`config.mk`:
```
export PLATFORM = sky130hd
export DESIGN_NAME = ddr_cmd_monitor
export DESIGN_NICKNAME = d
export VERILOG_FILES = /design/src/rtl/ddr_mon_pkg.sv /design/src/rtl/ddr_cmd_decode.sv /design/src/rtl/ddr_bank_tracker.sv /design/src/rtl/ddr_cmd_windows.sv /design/src/rtl/ddr_cmd_monitor.sv
export SDC_FILE = /design/constraint.sdc
export NUM_CORES = 1
export LEC_CHECK = 0
export BUFFER_PORTS_ARGS = -buffer_cell sky130_fd_sc_hd__clkbuf_2
export CAP_MARGIN = 15
export CORE_MARGIN = 5
export CORE_UTILIZATION = 46
export DETAILED_ROUTE_END_ITERATION = 12
export PLACE_DENSITY_LB_ADDON = 0.3
export SKIP_LAST_GASP = 1
export SLEW_MARGIN = 20
export SYNTH_ARGS = -nofsm -noshare
export SYNTH_HDL_FRONTEND = slang
export SYNTH_SLANG_ARGS = --single-unit
```
`constraint.sdc`:
```
create_clock -name clk -period 2.1 [get_ports clk]
set_clock_uncertainty 0.05 [all_clocks]
set_input_delay 0.105 -clock clk [delete_from_list [all_inputs] [get_ports clk]]
set_output_delay 0.105 -clock clk [all_outputs]
set_load 0.02 [all_outputs]
```
`src/rtl/ddr_mon_pkg.sv`:
```
package ddr_mon_pkg;
  typedef enum logic [3:0] {
    C_IDLE  = 4'd0,
    C_DESEL = 4'd1,
    C_NOP   = 4'd2,
    C_MRS   = 4'd3,
    C_REF   = 4'd4,
    C_SREF  = 4'd5,
    C_ACT   = 4'd6,
    C_RD    = 4'd7,
    C_WR    = 4'd8,
    C_BST   = 4'd9,
    C_PRE   = 4'd10
  } cmd_e;

  typedef enum logic [2:0] {
    E_NONE      = 3'd0,
    E_MRS_OPEN  = 3'd1,
    E_REF_OPEN  = 3'd2,
    E_MRD_GAP   = 3'd3,
    E_BANK_IDLE = 3'd4,
    E_BANK_BUSY = 3'd5,
    E_WAP_BURST = 3'd6,
    E_WAP_TRP   = 3'd7
  } err_e;
endpackage

```
`src/rtl/ddr_cmd_decode.sv`:
```
module ddr_cmd_decode
  import ddr_mon_pkg::*;
#(
  parameter int ADDR_W = 13,
  parameter int AP_BIT = 10
) (
  input  logic              cke,
  input  logic              cke_q,
  input  logic              cs_n,
  input  logic              ras_n,
  input  logic              cas_n,
  input  logic              we_n,
  input  logic [ADDR_W-1:0] addr,
  output cmd_e              cmd,
  output logic              ap
);
  logic unused_addr;
  assign unused_addr = ^addr;
  assign ap = addr[AP_BIT];

  always_comb begin
    cmd = C_IDLE;
    if (!cke_q) begin
      cmd = C_IDLE;
    end else if (!cke) begin
      cmd = (!cs_n && !ras_n && !cas_n && we_n) ? C_SREF : C_IDLE;
    end else if (cs_n) begin
      cmd = C_DESEL;
    end else begin
      case ({ras_n, cas_n, we_n})
        3'b000:  cmd = C_MRS;
        3'b001:  cmd = C_REF;
        3'b010:  cmd = C_PRE;
        3'b011:  cmd = C_ACT;
        3'b100:  cmd = C_WR;
        3'b101:  cmd = C_RD;
        3'b110:  cmd = C_BST;
        default: cmd = C_NOP;
      endcase
    end
  end
endmodule

```
`src/rtl/ddr_bank_tracker.sv`:
```
module ddr_bank_tracker
  import ddr_mon_pkg::*;
#(
  parameter int NUM_BANKS = 4,
  localparam int BANK_W = $clog2(NUM_BANKS)
) (
  input  logic                 clk,
  input  logic                 rst,
  input  cmd_e                 cmd,
  input  logic [BANK_W-1:0]    bank,
  input  logic                 ap,
  input  logic                 wap_close,
  input  logic [BANK_W-1:0]    wap_bank,
  output logic [NUM_BANKS-1:0] open
);
  for (genvar g = 0; g < NUM_BANKS; g++) begin : g_bank
    logic hit;
    assign hit = (bank == BANK_W'(g));
    always_ff @(posedge clk) begin
      if (rst) begin
        open[g] <= 1'b0;
      end else if (cmd == C_ACT && hit) begin
        open[g] <= 1'b1;
      end else if (wap_close && wap_bank == BANK_W'(g)) begin
        open[g] <= 1'b0;
      end else if (cmd == C_PRE && (ap || hit)) begin
        open[g] <= 1'b0;
      end else if (cmd == C_RD && ap && hit) begin
        open[g] <= 1'b0;
      end
    end
  end
endmodule

```
`src/rtl/ddr_cmd_windows.sv`:
```
module ddr_cmd_windows #(
  parameter int BL_W   = 4,
  parameter int TRP_W  = 4,
  parameter int MRD    = 2,
  parameter int BANK_W = 2,
  localparam int GAP_W = $clog2(MRD + 1)
) (
  input  logic              clk,
  input  logic              rst,
  input  logic              mrs_fire,
  input  logic              wap_fire,
  input  logic [BANK_W-1:0] wap_bank_in,
  input  logic [BL_W-1:0]   half_in,
  input  logic [TRP_W-1:0]  trp_in,
  output logic              gap_busy,
  output logic              burst_busy,
  output logic              lock_busy,
  output logic [BANK_W-1:0] lock_bank,
  output logic              wap_close
);
  logic [GAP_W-1:0] gap_cnt;
  logic [BL_W-1:0]  wb_cnt;
  logic [TRP_W-1:0] trp_cnt;
  logic [TRP_W-1:0] trp_load;

  assign trp_load = (trp_in == '0) ? '0 : trp_in - 1'b1;

  always_ff @(posedge clk) begin
    if (rst) begin
      gap_cnt <= '0;
    end else if (mrs_fire) begin
      gap_cnt <= GAP_W'(MRD - 1);
    end else if (gap_cnt != '0) begin
      gap_cnt <= gap_cnt - 1'b1;
    end
  end

  always_ff @(posedge clk) begin
    if (rst) begin
      wb_cnt    <= '0;
      trp_cnt   <= '0;
      lock_bank <= '0;
    end else if (wap_fire) begin
      wb_cnt    <= half_in;
      trp_cnt   <= '0;
      lock_bank <= wap_bank_in;
    end else begin
      if (wb_cnt != '0) wb_cnt <= wb_cnt - 1'b1;
      if (wb_cnt == BL_W'(1)) trp_cnt <= trp_load;
      else if (trp_cnt != '0) trp_cnt <= trp_cnt - 1'b1;
    end
  end

  assign gap_busy   = (gap_cnt != '0);
  assign burst_busy = (wb_cnt > BL_W'(1));
  assign wap_close  = (wb_cnt == BL_W'(1));
  assign lock_busy  = (wb_cnt != '0) || (trp_cnt != '0);
endmodule

```
`src/rtl/ddr_cmd_monitor.sv`:
```
module ddr_cmd_monitor
  import ddr_mon_pkg::*;
#(
  parameter int ADDR_W    = 13,
  parameter int AP_BIT    = 10,
  parameter int NUM_BANKS = 4,
  parameter int BL_W      = 4,
  parameter int TRP_W     = 4,
  parameter int MRD       = 2,
  localparam int BANK_W   = $clog2(NUM_BANKS)
) (
  input  logic              clk,
  input  logic              rst,
  input  logic              cke,
  input  logic              cs_n,
  input  logic              ras_n,
  input  logic              cas_n,
  input  logic              we_n,
  input  logic [BANK_W-1:0] ba,
  input  logic [ADDR_W-1:0] addr,
  input  logic [BL_W-1:0]   burst_len,
  input  logic [TRP_W-1:0]  trp_cycles,
  output logic [3:0]        cmd_o,
  output logic [BANK_W-1:0] bank_o,
  output logic              err_flag_o,
  output logic [2:0]        err_code_o
);
  logic cke_q;
  cmd_e cmd;
  logic ap;
  logic [NUM_BANKS-1:0] open;
  logic gap_busy, burst_busy, lock_busy, wap_close, wap_fire, mrs_fire, active;
  logic [BANK_W-1:0] lock_bank;
  err_e err_now;

  always_ff @(posedge clk) cke_q <= cke;

  ddr_cmd_decode #(.ADDR_W(ADDR_W), .AP_BIT(AP_BIT)) dec_i (
    .cke(cke), .cke_q(cke_q), .cs_n(cs_n), .ras_n(ras_n), .cas_n(cas_n),
    .we_n(we_n), .addr(addr), .cmd(cmd), .ap(ap)
  );

  ddr_bank_tracker #(.NUM_BANKS(NUM_BANKS)) trk_i (
    .clk(clk), .rst(rst), .cmd(cmd), .bank(ba), .ap(ap),
    .wap_close(wap_close), .wap_bank(lock_bank), .open(open)
  );

  ddr_cmd_windows #(.BL_W(BL_W), .TRP_W(TRP_W), .MRD(MRD), .BANK_W(BANK_W)) win_i (
    .clk(clk), .rst(rst), .mrs_fire(mrs_fire), .wap_fire(wap_fire),
    .wap_bank_in(ba), .half_in(burst_len >> 1), .trp_in(trp_cycles),
    .gap_busy(gap_busy), .burst_busy(burst_busy), .lock_busy(lock_busy),
    .lock_bank(lock_bank), .wap_close(wap_close)
  );

  assign active   = !(cmd inside {C_IDLE, C_DESEL, C_NOP});
  assign mrs_fire = (cmd == C_MRS);

  always_comb begin
    err_now = E_NONE;
    if (gap_busy && active) begin
      err_now = E_MRD_GAP;
    end else begin
      case (cmd)
        C_MRS:         if (|open) err_now = E_MRS_OPEN;
        C_REF, C_SREF: if (|open) err_now = E_REF_OPEN;
        C_RD, C_WR: begin
          if (burst_busy)    err_now = E_WAP_BURST;
          else if (!open[ba]) err_now = E_BANK_IDLE;
        end
        C_ACT: begin
          if (lock_busy && lock_bank == ba) err_now = E_WAP_TRP;
          else if (open[ba])                err_now = E_BANK_BUSY;
        end
        default: err_now = E_NONE;
      endcase
    end
  end

  assign wap_fire = (cmd == C_WR) && ap && (err_now == E_NONE);

  always_ff @(posedge clk) begin
    if (rst) begin
      cmd_o      <= 4'd0;
      bank_o     <= '0;
      err_flag_o <= 1'b0;
      err_code_o <= 3'd0;
    end else begin
      cmd_o  <= cmd;
      bank_o <= ba;
      if (!err_flag_o && err_now != E_NONE) begin
        err_flag_o <= 1'b1;
        err_code_o <= err_now;
      end
    end
  end
endmodule

```
Word level (Yosys, flattened, before mapping)
Cells that the tools add are included.
- $add $sub $neg: 4
- multiply operators: 0
- div/mod/pow operators: 0
- $lt $le $gt $ge: 2
- equal/unequal tests: 23
- shift operators: 0
- mux-type cells: 38
- bitwise logic cells: 0
- reduce and logical (&&, ||, !) cells: 58
- operators with widths (operator ; count):
    one-hot mux 4 bit (7 select lines) ; 1
    logical AND 1 bit ; 25
    2-to-1 mux 3 bit ; 8
    2-to-1 mux 4 bit ; 6
    nonzero test 4 bit ; 6
    2-to-1 mux 1 bit ; 20
    == test 4 x 3 -> 1 bit, second input constant ; 4
    one-hot mux 3 bit (4 select lines) ; 1
    subtractor 4 x 1 -> 4 bit, second input constant ; 3
    == test 3 bit, second input constant ; 3
    == test 2 bit, second input constant ; 4
    == test 4 x 1 -> 1 bit, second input constant ; 2
    == test 4 x 2 -> 1 bit, second input constant ; 2
    == test 4 bit, second input constant ; 2
    logical NOT 4 bit ; 2
    nonzero test 2 bit ; 4
    OR reduction 2 bit ; 4
    == test 3 x 2 -> 1 bit, second input constant ; 2
    logical NOT 3 bit ; 2
    nonzero test 3 bit ; 2
    logical NOT 1 bit ; 5
    logical OR 1 bit ; 5
    == test 2 x 1 -> 1 bit, second input constant ; 2
    greater-than comparator 4 x 1 -> 1 bit, second input constant ; 1
    other kinds (8) ; 9
- register bits after elaboration: 27
- bits in latches: 0
- memory bits (writable): 0
- bits in read-only memories: 0
- input bits: 30
- output and inout bits: 10
- word-level logic and storage cells: 140
- memories kept: 0

Longest topological paths before layout
Gate-level depths: netlist of the first run.
- depth after elaboration: 15
- depth in mapped cells: 9
- mapped depth without buffers: 8

Modules after synthesis
From an unflattened synthesis of the first run, not the netlist that was laid out.
- cells, all modules: 203
- area, all modules: 1762.9 µm²
- modules (own cells, without submodules) (module ; times used ; cells each ; area each (µm²) ; seq. area each (µm²)):
    ddr_cmd_windows ; 1 ; 86 ; 699.4 ; 240.2
    ddr_cmd_monitor ; 1 ; 67 ; 629.4 ; 220.2
    ddr_bank_tracker ; 1 ; 35 ; 316.6 ; 80.1
    ddr_cmd_decode ; 1 ; 15 ; 117.6 ; 0.0

Least setup slack after synthesis of the first run
Ideal clock, no wire load.
- path type: register to register
- start: register win_i.trp_cnt[0]
- end: register win_i.trp_cnt[3]
- setup time: 79 ps
- arrival: 1873 ps
- data required time: 1971 ps
- path slack: 98 ps
- cell stages (with the launch flop): 10
- buffers on the path: 1
- clock period less this slack: 2002 ps
- cell sequence: dfxtp_1 -> inv_1 -> ha_1 -> nor3b_1 -> a311oi_1 -> o21ai_0 -> and4_1 -> buf_6 -> or2_4 -> a211oi_2
- word-level cells in the longest chain between the ends: 9
- elaborated cells on any way between the ends: 13
- those cells by class: add/sub: 1; mux: 5; reduce/logical: 7
- ends and longest elaborated chain (item ; RTL line ; source):
    start, declared ; ddr_cmd_windows.sv:23 ; logic [TRP_W-1:0] trp_cnt;
    start signal, assigned ; ddr_cmd_windows.sv:49 ; if (wb_cnt == BL_W'(1)) trp_cnt <= trp_load;
    start signal, assigned ; ddr_cmd_windows.sv:50 ; else if (trp_cnt != '0) trp_cnt <= trp_cnt - 1'b1;
    nonzero test 4 bit ; ddr_cmd_windows.sv:50, ddr_cmd_windows.sv:57 ;
    logical OR 1 bit ; ddr_cmd_windows.sv:57 ; assign lock_busy = (wb_cnt != '0) || (trp_cnt != '0);
    logical AND 1 bit ; ddr_cmd_monitor.sv:71 ; if (lock_busy && lock_bank == ba) err_now = E_WAP_TRP;
    2-to-1 mux 3 bit ; ddr_cmd_monitor.sv:71 ;
    one-hot mux 3 bit (4 select lines) ; ddr_cmd_monitor.sv:63 ; case (cmd)
    2-to-1 mux 3 bit ; ddr_cmd_monitor.sv:60 ; if (gap_busy && active) begin
    logical NOT 3 bit ; ddr_cmd_monitor.sv:79 ; assign wap_fire = (cmd == C_WR) && ap && (err_now == E_NONE);
    logical AND 1 bit ; ddr_cmd_monitor.sv:79 ;
    OR reduction 2 bit (no source line) ; -- ;
Several ways; a longest one is shown, not always the timed one. The select of a mux whose other input is x is not followed.
A chain may end at the register's enable or synchronous reset.

Worst setup path in the final report of the first run
- start: register win_i.trp_cnt[0]
- end: register err_code_o[2]
- word-level cells in the longest chain between the ends: 8
- ends and longest elaborated chain (item ; RTL line ; source):
    nonzero test 4 bit * ; ddr_cmd_windows.sv:57 ;
    logical OR 1 bit * ; ddr_cmd_windows.sv:57 ;
    logical AND 1 bit * ; ddr_cmd_monitor.sv:71 ;
    2-to-1 mux 3 bit * ; ddr_cmd_monitor.sv:71 ;
    one-hot mux 3 bit (4 select lines) * ; ddr_cmd_monitor.sv:63 ;
    2-to-1 mux 3 bit * ; ddr_cmd_monitor.sv:60 ;
    nonzero test 3 bit ; ddr_cmd_monitor.sv:90 ; if (!err_flag_o && err_now != E_NONE) begin
    logical AND 1 bit ; ddr_cmd_monitor.sv:90 ;
    end signal, assigned ; ddr_cmd_monitor.sv:92 ; err_code_o <= err_now;
    end, declared ; ddr_cmd_monitor.sv:26 ; output logic [2:0] err_code_o
Every way passes the cells marked *; elsewhere a longest branch is shown, timed or not.

==> out/metrics.yaml, run 1 <==
synthesis:
  synthCells: 194
  synth-seq-cells: 27
  synth_async_sr_flop_share_pct: 0
  synth_warnings: 0
  ys.flop_type: "dfxtp_1"
  avgSynthCellArea_sq_um: 8.12
  synth-edff-count: 0
  synth_area_leader_cell: "dfxtp_1"
  ys_seq_area_share_pct: 34.3
  synth_nets: 229
  ys_types: 46
  synth.area.top_cells: "dfxtp_1 34%, a21oi_1 7.0%, nor2_1 5.5%, ha_1 4.0%, inv_1 2.6%"
  synth.cell_area_sq_um: 1580
  synth_top_area_share_pct: 34.3
worst_setup_path:
  arrival_ns: 2.19
  slowest_stage: "dfxtp_2"
  r2r_start: "win_i.trp_cnt[0]"
  startpoint_type: "register"
  critPathMaxStageDelay_ns: 0.37
  cp_cell_sequence: "inv_2 -> ha_2 -> nor3b_2 -> a311oi_2 -> o21ai_1 -> buf_4 -> a2111oi_4 -> nand3_1 -> o21ai_1"
  startpoint: "win_i.trp_cnt[0]"
  worstSetupEndpointType: "register"
  critPathRequiredTime_ns: 2.32
  reg2regPathDepth: 9
  rr_endpoint: "err_code_o[2]"
  rrSetupSlack_ns: 0.13
  cp_num_buf_inv: 2
  crit_cells: 9
  path_common_cell: "o21ai_1"
  cp_max_fo: 3
  path_delay_family: "compound AO/OA/AOI/OAI gates"
  critical_path_class: "register to register"
drt:
  ant_nets: 0
  drtPass1Iterations: 4
  avgViaCountPerCell: 5.37
  routedWlPerCell_um: 12.9
  vias: 1514
  finalWirelength_mm: 3.65
  drt_iter0_drc: 138
  drc: 0
clock_tree:
  cts_buffers: 3
  clk_latency_ns: 0.33
  cts_num_sinks: 27
  htreeDepth: 1
  ctsRootBufferMaster: "clkbuf_4"
  cts_tree: "yes"
  clkTransAtPathRegs_ns: 0.15
  cts_buffer_depth: 2
placement:
  gp_congestion: 0.827
  hpwl_mm: 2.64
  dpl_cell_area_sq_um: 1820
  port_buffers: 26
  pre_cts_slack_ns: -0.0745
cells_and_area:
  layout_commonest_cell: "clkbuf_2"
  num_antenna_cells: 0
  fin_area_sq_um: 1950
  drive_gt1_share_pct: 27.5
  finalNetCount: 272
  area_delta_synth_final_pct: 23.6
  final_cell_mix: "26 x clkbuf_2, 24 x dfxtp_1, 23 x nor2_1"
  final_util_pct: 58.3
global_routing:
  antenna_found_initial: 0
  grt_usage_pct: 16.7
  grt_pass1_wl_mm: 6.11
  grt_max_degree: 16
  grt_overflow: 0
  grt_pass1_vias: 1376
floorplan:
  dieHeight_um: 68.5
  ioPinCount: 40
  die_w_um: 68.5
  core-area_sq_um: 3340
  initial_core_util_pct: 47.2
  rows: 21
  die_area_sq_um: 4690
sta:
  worst_pin_slew_ns: 0.453
  relSlewSlack_pct: 69.5
  setup_ws_ns: 0.132
  slew_viol_final: 0
  final-hold-violation-count: 0
  timing.hold.ws_ns: 0.0195
  setup_viol: 0
  min_period_ns: 1.97
  max_freq_mhz: 508
  period_share_pct: 93.7
  rsz0062_at_grt: "yes"
worst_hold_path:
  hold_depth: 2
  min_path_type: "primary input to register"
  whs_endpoint: "cmd_o[3]"
  hp-start: "we_n"
pwr:
  irDropWorstVdd_v: 0.000499
  leakage_nw: 0.777
  power_mw: 1.73
  power.density_nw_per_um2: 890
flow_run:
  cap_violations: 0
run_status:
  outcome: "complete, no violations"
==> cells in the mapped netlist (all sizes together), types with 3 or more instances <==
cell type and number:
nor3b 4, nand3b 3, xnor2 4, o21ai 8, a31oi 4, xor2 3, buf 5, and2 3
a21oi 22, nand2b 3, inv 11, nor2b 4, nor3 6, o221ai 3, and3 3, nand2 11
nand3 7, o311ai 3, or3 3, dfxtp 27, mux2i 4, nor2 23, ha 5
==> power breakdown <==
part	internal, mW	switching (mW)
logic	0.403	0.418
clock network	0.0716	0.157
registers	0.606	0.0766
==> worst reg2reg max path, cell delays in order (launching register included) <==
cell	delay, ns
dfxtp_2	0.37
inv_2	0.04
ha_2	0.17
nor3b_2	0.16
a311oi_2	0.26
o21ai_1	0.13
buf_4	0.17
a2111oi_4	0.33
nand3_1	0.12
o21ai_1	0.12
==> flip-flops by register name, indices dropped and copies added (netlist names) <==
register         count
win_i.gap_cnt        2
bank_o               2
win_i.trp_cnt        4
err_flag_o           1
cmd_o                4
win_i.wb_cnt         4
win_i.lock_bank      2
cke_q                1
trk_i.open           4
err_code_o           3
==> stage by stage <==
stage	cells	TNS [ns]
6_report	282	0
5_1_grt	282	-0.0257
4_1_cts	281	0
3_5_place_dp	272	-0.0745
3_3_place_gp	272	0
2_1_floorplan	194	0
==> timing repair <==
item	CTS	global route
hold endpoints to repair	4	0
pin swaps	1	6
hold buffers	4	0
setup buffers	1	2
gates resized for setup	2	17
setup endpoints to repair	2	10
==> area by class of cell <==
class | instances | area, sq um
tap | 46 | 57.6
timing repair buffer | 45 | 283
sequential | 27 | 544
clock inverter | 1 | 5.00
inverter | 11 | 41.3
clock buffer | 3 | 22.5
fill | 317 | 1390
multi-input combinational | 149 | 993
==> layer usage <==
layer  global-route usage (%)  routed length (um)  up-vias
li1                         -                   -      783
met1                     22.4                1750      689
met2                     27.9                1670       37
met3                     2.27                 194        5
met4                     4.47                  37        0
met5                        0                   0        -
==> worst max-delay path by stage <==
| stage | slack, ns | end |
|---|---|---|
| 2_1_floorplan | 0.1 | win_i.trp_cnt[3] |
| 3_3_place_gp | 0.04 | err_code_o[2] |
| 3_5_place_dp | -0.07 | err_code_o[2] |
| 4_1_cts | 0.001 | err_code_o[2] |
| 5_1_grt | -0.03 | err_code_o[2] |
| 6_report | 0.13 | err_code_o[2] |
==> cell families (layout without fill, tap and decap cells) <==
kind of cell	after synthesis	after routing	share of synthesized area [%]
simple gates	78	78	26.1
compound gates	54	54	22.2
flops	27	27	34.3
buf+inv	18	60	5.48
xor+xnor	7	7	3.89
fa+ha+maj	5	5	3.97
mux	5	5	3.97
No activity file was read; power rests on OpenSTA's default activity.
==> run 2: changes to the inputs <==
--- a/config.mk
+++ b/config.mk
@@ -9,8 +9,9 @@
 export CAP_MARGIN = 15
 export CORE_MARGIN = 5
 export CORE_UTILIZATION = 46
+export CTS_CLUSTER_DIAMETER = 50
 export DETAILED_ROUTE_END_ITERATION = 12
-export PLACE_DENSITY_LB_ADDON = 0.3
+export PLACE_DENSITY_LB_ADDON = 0.12
 export SKIP_LAST_GASP = 1
 export SLEW_MARGIN = 20
 export SYNTH_ARGS = -nofsm -noshare
==> constraint.sdc (replaced) <==
create_clock -name clk -period 2.1 [get_ports clk]
set_clock_uncertainty 0.05 [all_clocks]
set_input_delay 0.21 -clock clk [delete_from_list [all_inputs] [get_ports clk]]
set_output_delay 0.21 -clock clk [all_outputs]
set_load 0.02 [all_outputs]
==> out/metrics.yaml, run 2 (synthesis gave the netlist of run 1 again) <==
run_status:
  outcome: "complete, no violations"
worst_setup_path:
  arrival_ns: 2.14
  cp_max_fo: 3
  critPathMaxStageDelay_ns: 0.57
  cp_num_buf_inv: 1
  cp_cell_sequence: "or4_1 -> a21boi_1 -> and4_1 -> buf_4 -> mux2i_1 -> nor2_1"
  worstSetupEndpointType: "register"
  path_delay_family: "simple AND/OR/NAND/NOR gates"
  critPathRequiredTime_ns: 2.27
  slowest_stage: "or4_1"
  startpoint_type: "register"
  critical_path_class: "register to register"
clock_tree:
  cts_tree: "yes"
  ctsRootBufferMaster: "clkbuf_4"
  cts_num_sinks: 27
  clk_latency_ns: 0.32
  clkTransAtPathRegs_ns: 0.15
  cts_buffers: 3
  htreeDepth: 1
  cts_buffer_depth: 2
floorplan:
  initial_core_util_pct: 47.2
  die_area_sq_um: 4690
  rows: 21
  die_w_um: 68.5
  dieHeight_um: 68.5
  ioPinCount: 40
  core-area_sq_um: 3340
drt:
  wl_met2_mm: 1.74
  wl_met1_mm: 1.65
  avgViaCountPerCell: 5.54
  routedWlPerCell_um: 13.1
  drtPass1Iterations: 4
  ant_nets: 0
  drt_iter0_drc: 94
  vias: 1530
  top_layer: "met4"
  wl_met3_um: 181
  finalWirelength_mm: 3.60
  drc: 0
global_routing:
  grt_pass1_wl_mm: 6.17
  antenna_found_initial: 0
  grt_overflow: 0
  grt_usage_pct: 16.8
  grt_max_degree: 16
  grt_pass1_vias: 1410
placement:
  hpwl_mm: 2.83
  gp_congestion: 0.879
  dpl_cell_area_sq_um: 1820
  port_buffers: 26
sta:
  worst_pin_slew_ns: 0.471
  rsz0062_at_grt: "yes"
  min_period_ns: 1.97
  slew_viol_final: 0
  relSlewSlack_pct: 68.3
  setup_viol: 0
  final-hold-violation-count: 0
  max_freq_mhz: 506
  timing.hold.ws_ns: 0.0693
  period_share_pct: 94.0
cells_and_area:
  finalNetCount: 266
  layout.area.seq_sq_um: 542
  multiInputGateArea_sq_um: 983
  fillers: 332
  num_antenna_cells: 0
  final_cell_mix: "26 x dfxtp_1, 26 x clkbuf_2, 23 x nor2_1"
  fin_area_sq_um: 1880
  drive_gt1_share_pct: 25.7
  area_delta_synth_final_pct: 19.3
pwr:
  leakage_nw: 0.749
  irDropWorstVdd_v: 0.000557
  power.density_nw_per_um2: 920
worst_hold_path:
  min_path_type: "primary input to register"
flow_run:
  cap_violations: 0
## run 2: cell types whose count changed in the layout (fill, tap and decap cells not counted), moves of 2 or more
cell | previous run | this run
dlygate4sd3_1 | 4 | 0
buf_4 | 15 | 13
dfxtp_1 | 24 | 26
dfxtp_2 | 3 | 1
inv_1 | 9 | 11
inv_2 | 2 | 0
o21ai_1 | 2 | 0
## run 2: through the flow
stage | setup slack, ns | utilization, % | setup TNS (ns) | instances | total power, mW
3_3_place_gp | 0.0425 | 54.4 | 0 | 272 | 1.45
6_report | 0.125 | 56.3 | 0 | 276 | 1.73
2_1_floorplan | 0.0977 | - | 0 | 194 | 1.24
5_1_grt | -0.0220 | 56.3 | -0.0220 | 276 | 1.90
4_1_cts | 0.00730 | 55.3 | 0 | 276 | 1.71
3_5_place_dp | 0.0343 | 54.4 | 0 | 272 | 1.48
## run 2: final timing paths
check | startpoint | end | slack [ns] | cells past startpoint
worst max-delay path | trk_i.open[3] | win_i.wb_cnt[0] | 0.13 | 6
worst min-delay path | burst_len[3] | win_i.wb_cnt[2] | 0.07 | 3
worst max register to register | trk_i.open[3] | win_i.wb_cnt[0] | 0.13 | 6
worst min register to register | err_code_o[0] | err_code_o[0] | 0.45 | 2
## run 2: power by group
group / total [mW] / leakage, nW / switching [mW] / internal, mW
sequential: 0.677 / 0.221 / 0.0736 / 0.603
clock: 0.225 / 0.0177 / 0.154 / 0.0714
combinational: 0.828 / 0.510 / 0.433 / 0.394
## run 2: per-layer routing
metal	up-vias	GRT usage (%)
li1	779	-
met1	703	22.2
met2	44	28.4
met3	4	1.94
met4	0	5.21
met5	-	0
## run 2: layout make-up
| class | count | area share (%) |
|---|---|---|
| clock buffers | 3 | 1.20 |
| well taps | 46 | 3.06 |
| inverters | 11 | 2.20 |
| clock inverters | 1 | 0.266 |
| repair buffers | 39 | 12.1 |
| flip-flops and latches | 27 | 28.8 |
| multi-input cells | 149 | 52.3 |
## run 2: repair_timing
action                     in CTS  in global routing
hold buffers                    0                  0
setup endpoints to repair       1                 14
resized for setup               1                 11
pin swaps                       0                  1
hold endpoints to repair        0                  0
setup buffers                   0                  0
## run 2: worst reg2reg max path, stage by stage (launching register included)
cell	delay (ns)
dfxtp_1	0.35
or4_1	0.57
a21boi_1	0.23
and4_1	0.29
buf_4	0.16
mux2i_1	0.18
nor2_1	0.05
==> run 3: changes to the inputs <==
==> constraint.sdc (replaced) <==
create_clock -name clk -period 1.6 [get_ports clk]
set_clock_uncertainty 0.05 [all_clocks]
set_input_delay 0.16 -clock clk [delete_from_list [all_inputs] [get_ports clk]]
set_output_delay 0.16 -clock clk [all_outputs]
set_load 0.02 [all_outputs]
==> out/metrics.yaml, run 3 (synthesis gave the netlist of run 1 again) <==
pwr:
  irDropWorstVdd_v: 0.000857
  leakage_nw: 0.959
  p_int_mw: 1.76
  power.density_nw_per_um2: 1220
  comb_power_share_pct: 57.2
  seq_power_share_pct: 31.9
  clkPwrFrac_pct: 11.0
  switching_share_pct: 37.2
  p_switching_mw: 1.04
sta:
  setup_ws_ns: -0.282
  max_freq_mhz: 531
  timing.hold.ws_ns: 0.0362
  setup_viol: 14
  min_period_ns: 1.88
  final-hold-violation-count: 0
  rsz0062_at_grt: "yes"
  relSlewSlack_pct: 74.9
  period_share_pct: 118
  slew_viol_final: 0
  worst_pin_slew_ns: 0.366
global_routing:
  antenna_found_initial: 0
  grt_max_degree: 16
  grt_overflow: 0
  grt_usage_pct: 19.3
  grt_pass1_vias: 1558
  grt_pass1_wl_mm: 6.90
flow_run:
  cap_violations: 0
placement:
  gp_congestion: 0.847
  port_buffers: 26
  place_inst: 304
  hpwl_mm: 3.38
cells_and_area:
  area_delta_synth_final_pct: 45.4
  final_util_pct: 68.6
  num_antenna_cells: 0
  drive_gt1_share_pct: 44.3
  fillers: 286
  final_cell_mix: "52 x buf_4, 26 x clkbuf_2, 22 x nor2_1"
  fin_cells: 317
  finalNetCount: 307
  layout_commonest_cell: "buf_4"
worst_setup_path:
  critPathMaxStageDelay_ns: 0.49
  rrSetupSlack_ns: -0.28
  path_delay_family: "simple AND/OR/NAND/NOR gates"
  startpoint: "trk_i.open[2]"
  reg2regPathDepth: 6
  rr_endpoint: "win_i.trp_cnt[3]"
  worstSetupEndpointType: "register"
  critical_path_class: "register to register"
  cp_num_buf_inv: 0
  cp_cell_sequence: "mux4_2 -> o2111ai_2 -> a31oi_1 -> and4_4 -> or2_4 -> a211oi_2"
  r2r_start: "trk_i.open[2]"
  startpoint_type: "register"
  crit_cells: 6
  slowest_stage: "mux4_2"
  arrival_ns: 2.10
  crit_end: "win_i.trp_cnt[3]"
  cp_max_fo: 6
  critPathRequiredTime_ns: 1.82
floorplan:
  core-area_sq_um: 3340
  die_w_um: 68.5
  rows: 21
  die_area_sq_um: 4690
  initial_core_util_pct: 47.2
  dieHeight_um: 68.5
  ioPinCount: 40
run_status:
  violations: "setup timing"
  outcome: "finished with violations"
drt:
  drtPass1Iterations: 4
  ant_nets: 0
  avgViaCountPerCell: 5.39
  finalWirelength_mm: 4.29
  drc: 0
  routedWlPerCell_um: 13.5
  vias: 1708
  drt_iter0_drc: 121
clock_tree:
  clkTransAtPathRegs_ns: 0.15
  ctsRootBufferMaster: "clkbuf_4"
  clk_latency_ns: 0.33
  cts_num_sinks: 27
  cts_tree: "yes"
  cts_buffer_depth: 2
  cts_buffers: 3
  htreeDepth: 1
worst_hold_path:
  min_path_type: "primary input to register"
run 3: cell types whose count changed in the layout (fill, tap and decap cells not counted), sizes merged:
cell	before	now
dlygate4sd3	0	2
buf	13	52
run 3: area by class of cell:
cell class / count / area (sq um) / share of cell area [%]
clock inverters: 1 / 5.00 / 0.219
repair buffers: 80 / 541 / 23.6
flip-flops and latches: 27 / 554 / 24.2
clock buffers: 3 / 22.5 / 0.984
multi-input cells: 149 / 1070 / 46.7
well taps: 46 / 57.6 / 2.51
inverters: 11 / 41.3 / 1.80
run 3: metrics by stage:
| stage | instance area (sq um) | power (mW) | setup slack (ns) | TNS [ns] |
|---|---|---|---|---|
| 2_1_floorplan | 1640 | 1.75 | -0.253 | -1.76 |
| 6_report | 2290 | 2.80 | -0.282 | -3.06 |
| 4_1_cts | 2210 | 2.68 | -0.274 | -3.00 |
| 3_3_place_gp | 2120 | 2.23 | -0.287 | -3.24 |
| 5_1_grt | 2290 | 3.00 | -0.370 | -4.35 |
| 3_5_place_dp | 2120 | 2.31 | -0.348 | -3.88 |
run 3: how the worst min path moves through the flow:
stage / cells past startpoint / slack, ns / to / startpoint
final: 3 / 0.04 / win_i.wb_cnt[0] / burst_len[1]
after global routing: 3 / 0.03 / win_i.wb_cnt[1] / burst_len[2]
after detailed placement: 1 / 0.35 / cke_q / cke
after global placement: 3 / 0.34 / win_i.wb_cnt[1] / burst_len[2]
after CTS: 3 / 0.03 / win_i.wb_cnt[0] / burst_len[1]
after floorplan: 0 / 0.14 / cke_q / cke
run 3: power groups by stage:
stage / Sequential, mW / Clock [mW] / Combinational (mW)
final: 0.891 / 0.307 / 1.60
after floorplan: 0.917 / 0 / 0.838
after CTS: 0.888 / 0.320 / 1.48
after global placement: 0.889 / 0 / 1.34
after global routing: 0.906 / 0.341 / 1.75
after detailed placement: 0.898 / 0 / 1.41
run 3: repair_timing:
item	in CTS	in global routing
endpoints found under the hold margin	2	0
buffers inserted	2	5
pin swaps	5	10
hold buffers	2	0
setup endpoints to repair	14	17
resized for setup	11	14
run 3: metal layers:
metal,up-vias,GRT usage [%],routed length (um)
li1,854,-,-
met2,43,33.5,2210
met5,-,0,0
met3,5,1.94,201
met4,0,5.46,38
met1,806,25.2,1840
run 3: worst reg2reg max path, stage by stage (launching register included):
cell and delay, ns:
dfxtp_2 0.36, mux4_2 0.49, o2111ai_2 0.12, a31oi_1 0.12, and4_4 0.25, or2_4 0.29, a211oi_2 0.14
